--- src/rtl/lt_cr_pkg.sv ---
package lt_cr_pkg;

  localparam int LVL_TOP = 3;

  typedef struct packed {
    logic [1:0] pe;
    logic [1:0] sw;
  } drive_t;

  typedef enum logic [1:0] {
    ST_IDLE  = 2'd0,
    ST_WAIT  = 2'd1,
    ST_CHECK = 2'd2
  } seq_st_t;

  // swing reached its ceiling for the given pre-emphasis
  function automatic logic sw_is_max(drive_t d);
    return {1'b0, d.sw} >= (3'(LVL_TOP) - {1'b0, d.pe});
  endfunction

  // pre-emphasis reached its ceiling for the given swing
  function automatic logic pe_is_max(drive_t d);
    return {1'b0, d.pe} >= (3'(LVL_TOP) - {1'b0, d.sw});
  endfunction

  // keep swing, trim pre-emphasis so the pair fits the shared budget
  function automatic drive_t fit_drive(drive_t req);
    drive_t r;
    r = req;
    if (({1'b0, req.sw} + {1'b0, req.pe}) > 3'(LVL_TOP))
      r.pe = 2'(LVL_TOP) - req.sw;
    return r;
  endfunction

  function automatic logic [7:0] lane_set_byte(drive_t d);
    return {2'b00, pe_is_max(d), d.pe, sw_is_max(d), d.sw};
  endfunction

endpackage

--- src/rtl/lt_cr_lane.sv ---
module lt_cr_lane
  import lt_cr_pkg::*;
(
  input  logic       active,
  input  logic [3:0] stat_nib,
  input  logic [3:0] req_nib,
  input  drive_t     cur,
  output drive_t     req_fit,
  output logic       lane_ok,
  output logic       lane_same,
  output logic [7:0] set_byte
);

  drive_t req_raw;
  logic   stat_unused;

  assign stat_unused = ^stat_nib[3:1];

  always_comb begin
    req_raw.sw = req_nib[1:0];
    req_raw.pe = req_nib[3:2];
    req_fit    = fit_drive(req_raw);
  end

  assign lane_ok   = !active || stat_nib[0];
  assign lane_same = !active || (req_fit == cur);
  assign set_byte  = active ? lane_set_byte(cur) : 8'h00;

endmodule

--- src/rtl/lt_cr_drive_reg.sv ---
module lt_cr_drive_reg
  import lt_cr_pkg::*;
(
  input  logic   clk,
  input  logic   rst_n,
  input  logic   clear,
  input  logic   load,
  input  logic   active,
  input  drive_t d,
  output drive_t q
);

  always_ff @(posedge clk or negedge rst_n) begin
    if (!rst_n)                q <= '0;
    else if (clear)            q <= '0;
    else if (load && active)   q <= d;
  end

endmodule

--- src/rtl/lt_cr_ctrl.sv ---
module lt_cr_ctrl
  import lt_cr_pkg::*;
#(
  parameter int WAIT_W      = 16,
  parameter int SAME_LIMIT  = 7,
  parameter int TOTAL_LIMIT = 15,
  localparam int SAME_W     = $clog2(SAME_LIMIT + 1),
  localparam int TOT_W      = $clog2(TOTAL_LIMIT + 1)
) (
  input  logic              clk,
  input  logic              rst_n,
  input  logic              start,
  input  logic [WAIT_W-1:0] wait_cycles,
  input  logic              all_ok,
  input  logic              all_same,
  output logic              init_evt,
  output logic              apply_evt,
  output logic              chk_evt,
  output logic              busy,
  output logic              done,
  output logic              pass,
  output logic [1:0]        train_pat,
  output logic [SAME_W-1:0] same_cnt,
  output logic [TOT_W-1:0]  total_cnt
);

  seq_st_t           st;
  logic [WAIT_W-1:0] wait_q;
  logic [WAIT_W-1:0] wcnt;
  logic [SAME_W-1:0] same_nxt;
  logic              last_total;
  logic              same_hit;
  logic              give_up;
  logic              finish_ok;
  logic              finish_bad;

  always_comb begin
    same_nxt   = all_same ? same_cnt + 1'b1 : '0;
    last_total = (total_cnt == TOT_W'(TOTAL_LIMIT - 1));
    same_hit   = (same_nxt == SAME_W'(SAME_LIMIT));
    give_up    = last_total || same_hit;
    chk_evt    = (st == ST_CHECK);
    finish_ok  = chk_evt && all_ok;
    finish_bad = chk_evt && !all_ok && give_up;
    apply_evt  = chk_evt && !all_ok && !give_up;
    init_evt   = (st == ST_IDLE) && start;
  end

  always_ff @(posedge clk or negedge rst_n) begin
    if (!rst_n) begin
      st        <= ST_IDLE;
      wait_q    <= '0;
      wcnt      <= '0;
      same_cnt  <= '0;
      total_cnt <= '0;
      busy      <= 1'b0;
      done      <= 1'b0;
      pass      <= 1'b0;
      train_pat <= 2'd0;
    end else begin
      done <= 1'b0;
      pass <= 1'b0;
      case (st)
        ST_IDLE: begin
          if (start) begin
            wait_q    <= wait_cycles;
            wcnt      <= wait_cycles;
            same_cnt  <= '0;
            total_cnt <= '0;
            busy      <= 1'b1;
            train_pat <= 2'd1;
            st        <= ST_WAIT;
          end
        end
        ST_WAIT: begin
          if (wcnt == '0) st <= ST_CHECK;
          else            wcnt <= wcnt - 1'b1;
        end
        ST_CHECK: begin
          total_cnt <= total_cnt + 1'b1;
          if (finish_ok || finish_bad) begin
            done      <= 1'b1;
            pass      <= finish_ok;
            busy      <= 1'b0;
            train_pat <= 2'd0;
            st        <= ST_IDLE;
          end else begin
            same_cnt <= same_nxt;
            wcnt     <= wait_q;
            st       <= ST_WAIT;
          end
        end
        default: st <= ST_IDLE;
      endcase
    end
  end

endmodule

--- src/rtl/lt_cr_seq.sv ---
module lt_cr_seq
  import lt_cr_pkg::*;
#(
  parameter int MAX_LANES   = 4,
  parameter int WAIT_W      = 16,
  parameter int SAME_LIMIT  = 7,
  parameter int TOTAL_LIMIT = 15,
  localparam int CNT_W      = $clog2(MAX_LANES + 1),
  localparam int STAT_W     = 8 * ((MAX_LANES + 1) / 2),
  localparam int SET_W      = 8 * MAX_LANES
) (
  input  logic              clk,
  input  logic              rst_n,
  input  logic              start,
  input  logic [CNT_W-1:0]  lane_cnt,
  input  logic [WAIT_W-1:0] wait_cycles,
  input  logic [STAT_W-1:0] lane_status,
  input  logic [STAT_W-1:0] adjust_req,
  output logic [SET_W-1:0]  lane_set,
  output logic [1:0]        train_pat,
  output logic              busy,
  output logic              done,
  output logic              pass
);

  localparam int SAME_W = $clog2(SAME_LIMIT + 1);
  localparam int TOT_W  = $clog2(TOTAL_LIMIT + 1);

  logic [CNT_W-1:0]     cfg_lanes;
  logic [MAX_LANES-1:0] act_vec;
  logic [MAX_LANES-1:0] ok_vec;
  logic [MAX_LANES-1:0] same_vec;
  drive_t               cur_q [MAX_LANES];
  drive_t               fit_d [MAX_LANES];
  logic                 init_evt;
  logic                 apply_evt;
  logic                 chk_evt;
  logic [SAME_W-1:0]    same_cnt;
  logic [TOT_W-1:0]     total_cnt;

  always_ff @(posedge clk or negedge rst_n) begin
    if (!rst_n)        cfg_lanes <= '0;
    else if (init_evt) cfg_lanes <= lane_cnt;
  end

  for (genvar i = 0; i < MAX_LANES; i++) begin : g_lane
    localparam int NIB = 8 * (i / 2) + 4 * (i % 2);

    assign act_vec[i] = (CNT_W'(i) < cfg_lanes);

    lt_cr_lane i_lane (
      .active    (act_vec[i]),
      .stat_nib  (lane_status[NIB +: 4]),
      .req_nib   (adjust_req[NIB +: 4]),
      .cur       (cur_q[i]),
      .req_fit   (fit_d[i]),
      .lane_ok   (ok_vec[i]),
      .lane_same (same_vec[i]),
      .set_byte  (lane_set[8*i +: 8])
    );

    lt_cr_drive_reg i_drv (
      .clk    (clk),
      .rst_n  (rst_n),
      .clear  (init_evt),
      .load   (apply_evt),
      .active (act_vec[i]),
      .d      (fit_d[i]),
      .q      (cur_q[i])
    );
  end

  if (STAT_W > 8 * ((MAX_LANES + 1) / 2) - 1) begin : g_pad_none
  end

  lt_cr_ctrl #(
    .WAIT_W      (WAIT_W),
    .SAME_LIMIT  (SAME_LIMIT),
    .TOTAL_LIMIT (TOTAL_LIMIT)
  ) i_ctrl (
    .clk         (clk),
    .rst_n       (rst_n),
    .start       (start),
    .wait_cycles (wait_cycles),
    .all_ok      (&ok_vec),
    .all_same    (&same_vec),
    .init_evt    (init_evt),
    .apply_evt   (apply_evt),
    .chk_evt     (chk_evt),
    .busy        (busy),
    .done        (done),
    .pass        (pass),
    .train_pat   (train_pat),
    .same_cnt    (same_cnt),
    .total_cnt   (total_cnt)
  );

endmodule

--- config.mk ---
export PLATFORM = sky130hd
export DESIGN_NAME = lt_cr_seq
export DESIGN_NICKNAME = d
export VERILOG_FILES = /design/src/rtl/lt_cr_pkg.sv /design/src/rtl/lt_cr_lane.sv /design/src/rtl/lt_cr_drive_reg.sv /design/src/rtl/lt_cr_ctrl.sv /design/src/rtl/lt_cr_seq.sv
export SDC_FILE = /design/constraint.sdc
export NUM_CORES = 1
export LEC_CHECK = 0
export ABC_AREA = 0
export CAP_MARGIN = 10
export CORE_MARGIN = 4
export CORE_UTILIZATION = 50
export DETAILED_ROUTE_END_ITERATION = 10
export DONT_BUFFER_PORTS = 1
export PLACE_DENSITY = 0.63
export SKIP_CTS_REPAIR_TIMING = 1
export SLEW_MARGIN = 15
export SYNTH_ARGS = -nofsm -noshare
export SYNTH_HDL_FRONTEND = slang
export SYNTH_SLANG_ARGS = --single-unit
--- constraint.sdc ---
create_clock -name clk -period 3.6 [get_ports clk]
set_input_delay 0.72 -clock clk [delete_from_list [all_inputs] [get_ports clk]]
set_output_delay 0.72 -clock clk [all_outputs]
set_load 0.03 [all_outputs]
==> results of run 1 <==
==> how the worst min path moves through the flow <==
| stage | start | endpoint | slack, ns | depth (start not counted) |
|---|---|---|---|---|
| after floorplan | rst_n | cfg_lanes[0] | 0.42 | 0 |
| after detailed placement | rst_n | i_ctrl.wcnt[8] | 0.43 | 0 |
| after CTS | rst_n | i_ctrl.st[0] | 0.06 | 0 |
| final | rst_n | i_ctrl.wait_q[8] | 0.08 | 0 |
| after global placement | rst_n | i_ctrl.wait_q[8] | 0.43 | 0 |
| after global routing | rst_n | i_ctrl.wcnt[8] | 0.05 | 0 |
==> layout make-up <==
class / instances / area (um2) / share of cell area [%]
multi-input combinational: 335 / 2430 / 54.6
sequential: 63 / 1580 / 35.4
clock buffer: 13 / 159 / 3.56
clock inverter: 1 / 5.00 / 0.112
timing repair buffer: 10 / 75.1 / 1.68
inverter: 21 / 78.8 / 1.77
tap: 105 / 131 / 2.95
==> critical path, cell delays in order <==
cell and delay [ns]:
inv_1 0.02, ha_1 0.30, nand2b_4 0.06, a211oi_2 0.24
nor4_1 0.09, a311oi_2 0.60, o21bai_4 0.20, a21oi_4 0.17
buf_4 0.26, mux2_2 0.36
==> through the flow <==
step	hold slack (ns)	util, %
floorplan	0.424	-
CTS	0.0572	54.3
finish	0.0753	54.3
global placement	0.427	52.3
global route	0.0513	54.3
detailed placement	0.426	52.3
==> cells in the mapped netlist (all sizes together), types with 13 or more instances <==
library cell / n / share of area (%)
ha: 24 / 7.1
clkbuf: 13 / 1.2
nand2: 41 / 3.6
mux2i: 18 / 4.3
mux2: 34 / 9.7
inv: 21 / 1.9
o21ai: 13 / 1.8
xor2: 17 / 3.5
dfrtp: 63 / 37
buf: 17 / 3.0
a21oi: 28 / 3.7
nor2: 43 / 3.9
==> report_power, final <==
group	switching (uW)	internal, uW
Sequential	194	920
Combinational	548	530
Clock	259	280
Total	1000	1730
==> sequential cells by signal, indices dropped and copies added (netlist names) <==
register	flops
i_ctrl.same_cnt	3
i_ctrl.done	1
g_lane.i_drv.q	16
i_ctrl.pass	1
i_ctrl.wcnt	16
i_ctrl.wait_q	16
i_ctrl.train_pat	1
i_ctrl.total_cnt	4
cfg_lanes	3
i_ctrl.st	2
==> per-layer routing <==
| layer | GRT usage, % | wire length [um] | up-vias |
|---|---|---|---|
| met1 | 21.7 | 3660 | 1453 |
| li1 | - | - | 1513 |
| met5 | 0 | 0 | - |
| met2 | 32.3 | 4310 | 59 |
| met4 | 7.15 | 137 | 0 |
| met3 | 3.68 | 443 | 11 |
==> cells by family after synthesis <==
| kind of cell | count (synthesis) | share of synthesized area, % |
|---|---|---|
| adders and majority gates | 24 | 7.09 |
| AOI/OAI and AO/OA | 83 | 13.9 |
| xor gates and xnor gates | 25 | 5.17 |
| and+or+nand+nor | 142 | 16.6 |
| other | 1 | 0.0885 |
| muxes | 52 | 13.9 |
| buffers and inverters | 51 | 6.08 |
| DFF | 63 | 37.2 |
==> metrics.csv, run 1 <==
stage,metric,value,unit
status,outcome,finished clean,
clock_tree,root buf cell,clkbuf_8,
logic_synthesis,most used flip-flop cell after synthesis,dfrtp_1,
power_and_ir_drop,PwrDens,612,nW/um2
global_route,vias in the first global route,3130,
layout,share of post-route cells with drive strength above 1,16.0,%
placement,Placed Cells,534,
global_route,first-pass GRT wire length,14700,um
timing,RSZ-0062 raised after global routing,no,
timing,final hold viol count,0,
worst_setup_path,crit-path max FO,13,
worst_hold_path,min-delay worst type,primary input to asynchronous set/reset pin,
logic_synthesis,"Distinct cells, synth",57,
routing,Final ANT Viol Nets,0,
logic_synthesis,Yosys reg bits,63,
layout,most frequent cells in the layout,"dfrtp_1 (63), nor2_1 (41), nand2_1 (41), mux2_2 (27), a21oi_1 (26)",
worst_setup_path,WP data arrival,3.04,ns
routing,via count,3036,
floorplan,die area,10000,um2
worst_setup_path,reg2reg end,i_ctrl.wcnt[9],
clock_tree,clk slew on worst S/H paths,0.07,ns
logic_synthesis,ys async rst share,100,%
worst_setup_path,CP startpoint kind,primary input,
logic_synthesis,number of synthesis warnings,0,
global_route,initial antenna violation count,0,
timing,relative slew slack,36.1,%
floorplan,io pins,91,
worst_setup_path,worst endpoint required time,3.82,ns
placement,GPL Wtd Cong,0.777,
placement,Placement Setup Slack,0.374,ns
layout,antenna cells,0,
routing,post-DR wirelength/cell,15.6,um
logic_synthesis,Syn Area/Cell,9.61,um2
logic_synthesis,sequential share of the synthesized area,37.2,%
timing,setup ws final,0.779,ns
clock_tree,TritonCTS Buffers,9,
worst_setup_path,Worst Setup EP,i_ctrl.wcnt[4],
clock_tree,CTS sink cnt,63,
logic_synthesis,Post-Synthesis Cells,441,
logic_synthesis,Post-synth EDFFs,0,
power_and_ir_drop,total power,2730,uW
timing,Slew Limit Fails,0,
timing,Final setup viols,0,
worst_setup_path,reg2reg setup slack,0.91,ns
worst_setup_path,reg2reg start,i_ctrl.wcnt[8],
floorplan,row count,33,
clock_tree,clk buf depth,2,
timing,clock skew,0.00649,ns
global_route,GRT Total Usage,18.2,%
timing,TNS Setup,0,ns
placement,I/O Buffers,0,
routing,Detailed Route Iter0 Violations,73,
routing,DR pass1 iterations,4,
power_and_ir_drop,worst vdd ir,0.000411,V
power_and_ir_drop,leakage dissipation,0.00205,uW
layout,"most common cell after layout, fill and taps aside",dfrtp_1,
routing,Vias/cell,5.54,
clock_tree,worst skew pair latency,0.33,ns
flow_run,# Max-Cap Violations,0,
worst_setup_path,worst setup path startpoint,adjust_req[5],
timing,crit path time final,2.82,ns
layout,fin area,4460,um2
global_route,largest net degree at the start of global routing,64,
floorplan,Die Width,100,um
timing,Achievable Freq,0.354,GHz
logic_synthesis,mapped cell area,4240,um2
clock_tree,CTS tree,built,
placement,Placed Area,4300,um2
layout,Layout Cells excl Fill,548,
timing,part of the cycle the worst path needs,78.4,%
global_route,remaining global-route overflow,0,
routing,Remaining DRCs,0,
layout,Area Overhead vs Synth,5.23,%
worst_setup_path,Setup crit end kind,flop,
floorplan,initial core utilization,51.6,%
layout,fillers,739,
floorplan,Die H,100,um
clock_tree,CTS H-tree lvls,3,
layout,fin nets,518,
floorplan,core area,8220,um2
timing,actual slew at the worst max-slew pin,0.959,ns
worst_setup_path,category of the most critical setup path,primary input to flop,
routing,final wirelength,8550,um
worst_setup_path,R2R cell count,8,
placement,DP HPWL,6040,um
No activity file was read; power rests on OpenSTA's default activity.
==> run 2: changes to the inputs <==
clock period = 2.8 ns   (was 3.6 ns; I/O delays follow)
==> run 2 against run 1 <==
  * Critical path depth unchanged
  * Register-to-register slack got worse by 0.50 ns
  * Die area unchanged
  * Power increased by 34%
  * Clock skew about the same
  * Design area increased by 2.9%
  * Routed wire length increased by 2.7%
==> metrics.csv, run 2 (same netlist as run 1, synthesis figures left out) <==
stage,metric,value,unit
clock_tree,CTS sink cnt,63,
timing,final hold viol count,0,
routing,DR pass1 iterations,4,
flow_run,# Max-Cap Violations,0,
clock_tree,clk slew on worst S/H paths,0.07,ns
worst_setup_path,CP startpoint kind,primary input,
floorplan,Die H,100,um
floorplan,Die Width,100,um
worst_setup_path,crit-path max FO,13,
global_route,initial antenna violation count,0,
timing,Achievable Freq,0.412,GHz
clock_tree,CTS tree,built,
timing,clock skew,0.00688,ns
status,outcome,finished clean,
layout,share of post-route cells with drive strength above 1,18.3,%
worst_setup_path,WP data arrival,2.64,ns
power_and_ir_drop,PwrDens,799,nW/um2
worst_setup_path,reg2reg end,i_ctrl.wcnt[11],
routing,Vias/cell,5.45,
worst_hold_path,min-delay worst type,primary input to asynchronous set/reset pin,
placement,I/O Buffers,0,
placement,Placement Setup Slack,0.0278,ns
layout,fin util,55.9,%
power_and_ir_drop,leakage dissipation,0.00212,uW
layout,antenna cells,0,
routing,Final ANT Viol Nets,0,
layout,"most common cell after layout, fill and taps aside",dfrtp_1,
global_route,remaining global-route overflow,0,
floorplan,die area,10000,um2
power_and_ir_drop,worst vdd ir,0.000511,V
global_route,vias in the first global route,3164,
timing,actual slew at the worst max-slew pin,0.648,ns
routing,final wirelength,8780,um
timing,relative slew slack,56.3,%
worst_setup_path,R2R cell count,8,
worst_setup_path,category of the most critical setup path,primary input to flop,
worst_setup_path,reg2reg setup slack,0.41,ns
clock_tree,CTS H-tree lvls,3,
floorplan,io pins,91,
floorplan,row count,33,
global_route,first-pass GRT wire length,14800,um
layout,fin nets,527,
placement,DP HPWL,6400,um
clock_tree,worst skew pair latency,0.33,ns
worst_setup_path,Setup crit end kind,flop,
layout,Largest regs,"g_lane.i_drv.q: 16 flops, i_ctrl.wait_q: 16 flops, i_ctrl.wcnt: 16 flops",
routing,post-DR wirelength/cell,15.7,um
timing,Slew Limit Fails,0,
global_route,GRT Total Usage,18.4,%
global_route,largest net degree at the start of global routing,64,
timing,part of the cycle the worst path needs,86.7,%
timing,setup ws final,0.373,ns
routing,Detailed Route Iter0 Violations,66,
clock_tree,root buf cell,clkbuf_8,
timing,Final setup viols,0,
worst_setup_path,worst endpoint required time,3.02,ns
routing,Remaining DRCs,0,
routing,via count,3046,
clock_tree,TritonCTS Buffers,9,
layout,most frequent cells in the layout,"dfrtp_1 (63), nor2_1 (41), nand2_1 (41), mux2_2 (27), a21oi_1 (26)",
layout,Area Overhead vs Synth,8.33,%
placement,GPL Wtd Cong,0.866,
clock_tree,clk buf depth,2,
worst_setup_path,reg2reg start,i_ctrl.wcnt[2],
timing,RSZ-0062 raised after global routing,no,
timing,TNS Setup,0,ns
timing,crit path time final,2.43,ns
floorplan,core area,8220,um2
worst_setup_path,worst setup path startpoint,adjust_req[5],
floorplan,initial core utilization,51.6,%
run 2: area by class of cell:
cell class	instances	area, um2
Fill cell	748	3630
Multi-Input combinational cell	335	2430
Sequential cell	63	1580
Clock buffer	14	183
Timing Repair Buffer	19	175
Tap cell	105	131
Inverter	21	78.8
Clock inverter	2	12.5
run 2: how the worst max path moves through the flow:
stage          slack, ns              end  depth (start not counted)
6_report            0.37  i_ctrl.wcnt[11]                         10
3_3_place_gp        0.08   i_ctrl.wcnt[4]                         10
2_1_floorplan       0.06  i_ctrl.wcnt[11]                         10
3_5_place_dp        0.03  i_ctrl.wcnt[11]                         10
5_1_grt             0.23  i_ctrl.wcnt[14]                          8
4_1_cts             0.39   i_ctrl.wcnt[2]                         10
run 2: worst max-delay path, stage by stage:
cell and delay [ns]:
inv_1 0.02, ha_1 0.21, xor2_1 0.17, a2111o_1 0.41
nor3_1 0.22, a311oi_2 0.20, o21bai_4 0.29, a21oi_4 0.10
buf_12 0.17, mux2_4 0.30
run 2: power by group:
group          total, uW  leakage [uW]  internal [uW]  switching, uW
Combinational       1470       0.00122            733            741
Clock                759     0.0000987            417            341
Sequential          1440      0.000795           1180            255
Total               3670       0.00212           2330           1340
run 2: through the flow:
step	area [um2]	std cells	power, uW	hold WS, ns
2_1_floorplan	4270	449	2570	0.264
3_3_place_gp	4370	542	2860	0.267
3_5_place_dp	4370	542	2910	0.267
4_1_cts	4560	558	3700	-0.112
5_1_grt	4590	559	3950	0.0961
6_report	4590	559	3670	0.102
run 2: per-layer routing:
metal	track usage, %	part of all wire [%]	wire [um]	vias up
li1	-	-	-	1534
met1	22.0	42	3720	1448
met2	32.9	52	4530	60
met3	5.00	5.5	480	4
met4	4.25	0.54	47	0
met5	0	0	0	-
==> run 3: changes to the inputs <==
CORE_MARGIN = 5   (was 4)
SYNTH_HIERARCHICAL = 1   (was default)
==> run 3 against run 2 <==
  * Via count is 15% higher
  * Critical path depth increased by 4
  * Flip-flop and latch count did not move
  * Clock power up 21%
  * Core utilization shrank 0.89 points
  * Sequential share of layout area down 1.6 points
  * Power increased by 6.7%
  * Register-to-register slack worse by 0.11 ns
  * Area after synthesis is 6.9% higher
  * Highest routed layer unchanged
==> metrics.csv, run 3 <==
stage,metric,value,unit
clock_tree,root buf cell,clkbuf_8,
logic_synthesis,most used flip-flop cell after synthesis,dfrtp_1,
logic_synthesis,"count leader, synth",dfrtp_1,
timing,Slew Limit Fails,0,
global_route,first-pass GRT wire length,16400,um
floorplan,initial core utilization,51.7,%
routing,final wirelength,9760,um
layout,fin nets,571,
timing,Final setup viols,0,
power_and_ir_drop,clock power share,23.4,%
floorplan,io pins,91,
floorplan,die area,11100,um2
worst_setup_path,crit-path max FO,12,
layout,Largest regs,"g_lane.i_drv/q: 16 flops, i_ctrl/wait_q: 16 flops, i_ctrl/wcnt: 16 flops",
worst_setup_path,reg2reg start,g_lane[2].i_drv/q[2],
logic_synthesis,Yosys reg bits,63,
layout,fillers,791,
clock_tree,clk buf depth,2,
global_route,remaining global-route overflow,0,
routing,Final ANT Viol Nets,0,
status,outcome,finished clean,
clock_tree,clk slew on worst S/H paths,0.07,ns
power_and_ir_drop,internal power,2410,uW
timing,relative slew slack,58.4,%
timing,actual slew at the worst max-slew pin,0.617,ns
timing,Achievable Freq,0.388,GHz
logic_synthesis,"top cells by area, synth","dfrtp_1 (35%), ha_1 (6.9%), buf_4 (4.0%)",
power_and_ir_drop,Comb power frac,40.9,%
layout,Area Overhead vs Synth,6.38,%
routing,Remaining DRCs,0,
logic_synthesis,Syn Area/Cell,9.08,um2
logic_synthesis,number of synthesis warnings,6,
routing,Detailed Route Iter0 Violations,156,
logic_synthesis,Post-Synthesis Cells,499,
floorplan,Die H,105,um
power_and_ir_drop,net switching power figure,1500,uW
floorplan,row count,34,
placement,DP HPWL,7020,um
layout,fin util,55.0,%
logic_synthesis,largest area contributor in the netlist,dfrtp_1,
timing,clock skew,0.0101,ns
placement,Placed Area,4560,um2
logic_synthesis,"Distinct cells, synth",61,
layout,most frequent cells in the layout,"dfrtp_1 (63), a21oi_1 (35), nand2_1 (32), o21ai_0 (31), nor2_1 (30)",
power_and_ir_drop,leakage dissipation,0.00209,uW
global_route,GRT Total Usage,17.8,%
logic_synthesis,ys async rst share,100,%
worst_setup_path,worst endpoint required time,3.02,ns
logic_synthesis,Post-synth EDFFs,0,
clock_tree,CTS sink cnt,63,
worst_setup_path,Setup crit end kind,flop,
routing,via count,3503,
logic_synthesis,mapped cell area,4530,um2
routing,DR pass1 iterations,4,
global_route,vias in the first global route,3370,
worst_setup_path,WP data arrival,2.80,ns
timing,part of the cycle the worst path needs,92.0,%
timing,final hold viol count,0,
worst_setup_path,worst setup path startpoint,adjust_req[13],
timing,RSZ-0062 raised after global routing,no,
floorplan,core area,8760,um2
power_and_ir_drop,switching part of the total,38.4,%
power_and_ir_drop,PwrDens,813,nW/um2
placement,GPL Wtd Cong,0.812,
logic_synthesis,area share of the largest cell type after synthesis,34.8,%
power_and_ir_drop,worst vdd ir,0.000551,V
layout,antenna cells,0,
worst_hold_path,min-delay worst type,primary input to asynchronous set/reset pin,
layout,fin area,4820,um2
floorplan,Die Width,105,um
clock_tree,TritonCTS Buffers,9,
logic_synthesis,commonest cells in the netlist,"dfrtp_1 (63), a21oi_1 (35), nand2_1 (32)",
layout,share of post-route cells with drive strength above 1,14.7,%
timing,crit path time final,2.58,ns
clock_tree,worst skew pair latency,0.34,ns
routing,Vias/cell,5.79,
clock_tree,CTS H-tree lvls,3,
placement,I/O Buffers,0,
layout,"most common cell after layout, fill and taps aside",dfrtp_1,
logic_synthesis,sequential share of the synthesized area,34.8,%
power_and_ir_drop,Flop pwr share,35.7,%
flow_run,# Max-Cap Violations,0,
global_route,initial antenna violation count,0,
worst_setup_path,category of the most critical setup path,primary input to flop,
global_route,largest net degree at the start of global routing,64,
clock_tree,CTS tree,built,
routing,post-DR wirelength/cell,16.1,um
worst_setup_path,CP startpoint kind,primary input,
run 3: cell count changes after synthesis, sizes merged, moves of 15 or more:
cell   delta
a21bo    +16
o21ai    +22
and2     +15
mux2i    -16
mux2     -16
nand3    +19
buf      +18
run 3: power groups by stage:
stage / Combinational [uW] / Clock, uW / Sequential, uW
after floorplan: 1230 / 0 / 1360
after global placement: 1540 / 0 / 1400
after detailed placement: 1570 / 0 / 1410
after CTS: 1580 / 946 / 1400
after global routing: 1790 / 985 / 1440
final: 1600 / 915 / 1400
run 3: metal layers:
metal	routed length [um]	global-route usage, %	share of wire (%)
met2	4380	27.7	45
met1	4610	24.2	47
met5	0	0	0
met4	109	4.84	1.1
met3	663	5.12	6.8
run 3: cell families (layout without fill, tap and decap cells):
group                      after synthesis  in the layout  share of synthesized area [%]
buffers and inverters                   73             67                           9.12
muxes                                   20             20                           4.92
DFF                                     63             63                           34.8
xor gates and xnor gates                17             17                           3.29
adders and majority gates               25             25                           6.91
AOI/OAI and AO/OA                      138            138                           20.9
other                                    5              9                          0.414
and+or+nand+nor                        158            158                           19.6
run 3: path summary, 6_finish.rpt:
| path | endpoint | depth (start not counted) | slack [ns] |
|---|---|---|---|
| setup / recovery | i_ctrl/wcnt[8] | 14 | 0.22 |
| hold / removal | g_lane[0].i_drv/q[2] | 1 | 0.09 |
| setup reg to reg | i_ctrl/wcnt[11] | 11 | 0.30 |
| hold reg to reg | i_ctrl/wait_q[11] | 2 | 0.48 |
| max in group asynchronous | i_ctrl/wait_q[0] | 1 | 2.44 |
| min in group clk | cfg_lanes[1] | 1 | 0.35 |
run 3: per-stage QoR:
| stage | total power, uW | setup slack (ns) | hold WS, ns | setup TNS (ns) | std cells |
|---|---|---|---|---|---|
| 3_5_place_dp | 2980 | -0.0970 | 0.267 | -1.48 | 588 |
| 6_report | 3920 | 0.224 | 0.0863 | 0 | 605 |
| 5_1_grt | 4210 | 0.0837 | 0.105 | 0 | 605 |
| 4_1_cts | 3920 | 0.259 | -0.109 | 0 | 604 |
| 2_1_floorplan | 2590 | 0.0396 | 0.264 | 0 | 503 |
| 3_3_place_gp | 2940 | -0.0818 | 0.266 | -1.14 | 588 |
run 3: critical path, cell delays in order:
cell	delay [ns]
inv_1	0.02
ha_1	0.31
nand2b_4	0.06
a211oi_1	0.30
o31ai_2	0.11
and4_1	0.23
nand2_1	0.09
o31ai_1	0.08
buf_4	0.14
a211o_2	0.36
buf_12	0.15
buf_4	0.14
o21ai_0	0.14
o21ai_0	0.10
run 3: cell type report:
class | instances | area (um2) | share of cell area [%]
repair buffers | 25 | 220 | 4.57
inverters | 26 | 97.6 | 2.03
multi-input cells | 367 | 2560 | 53.1
well taps | 108 | 135 | 2.80
flip-flops and latches | 63 | 1580 | 32.7
clock buffers | 11 | 151 | 3.14
clock inverters | 5 | 80.1 | 1.66
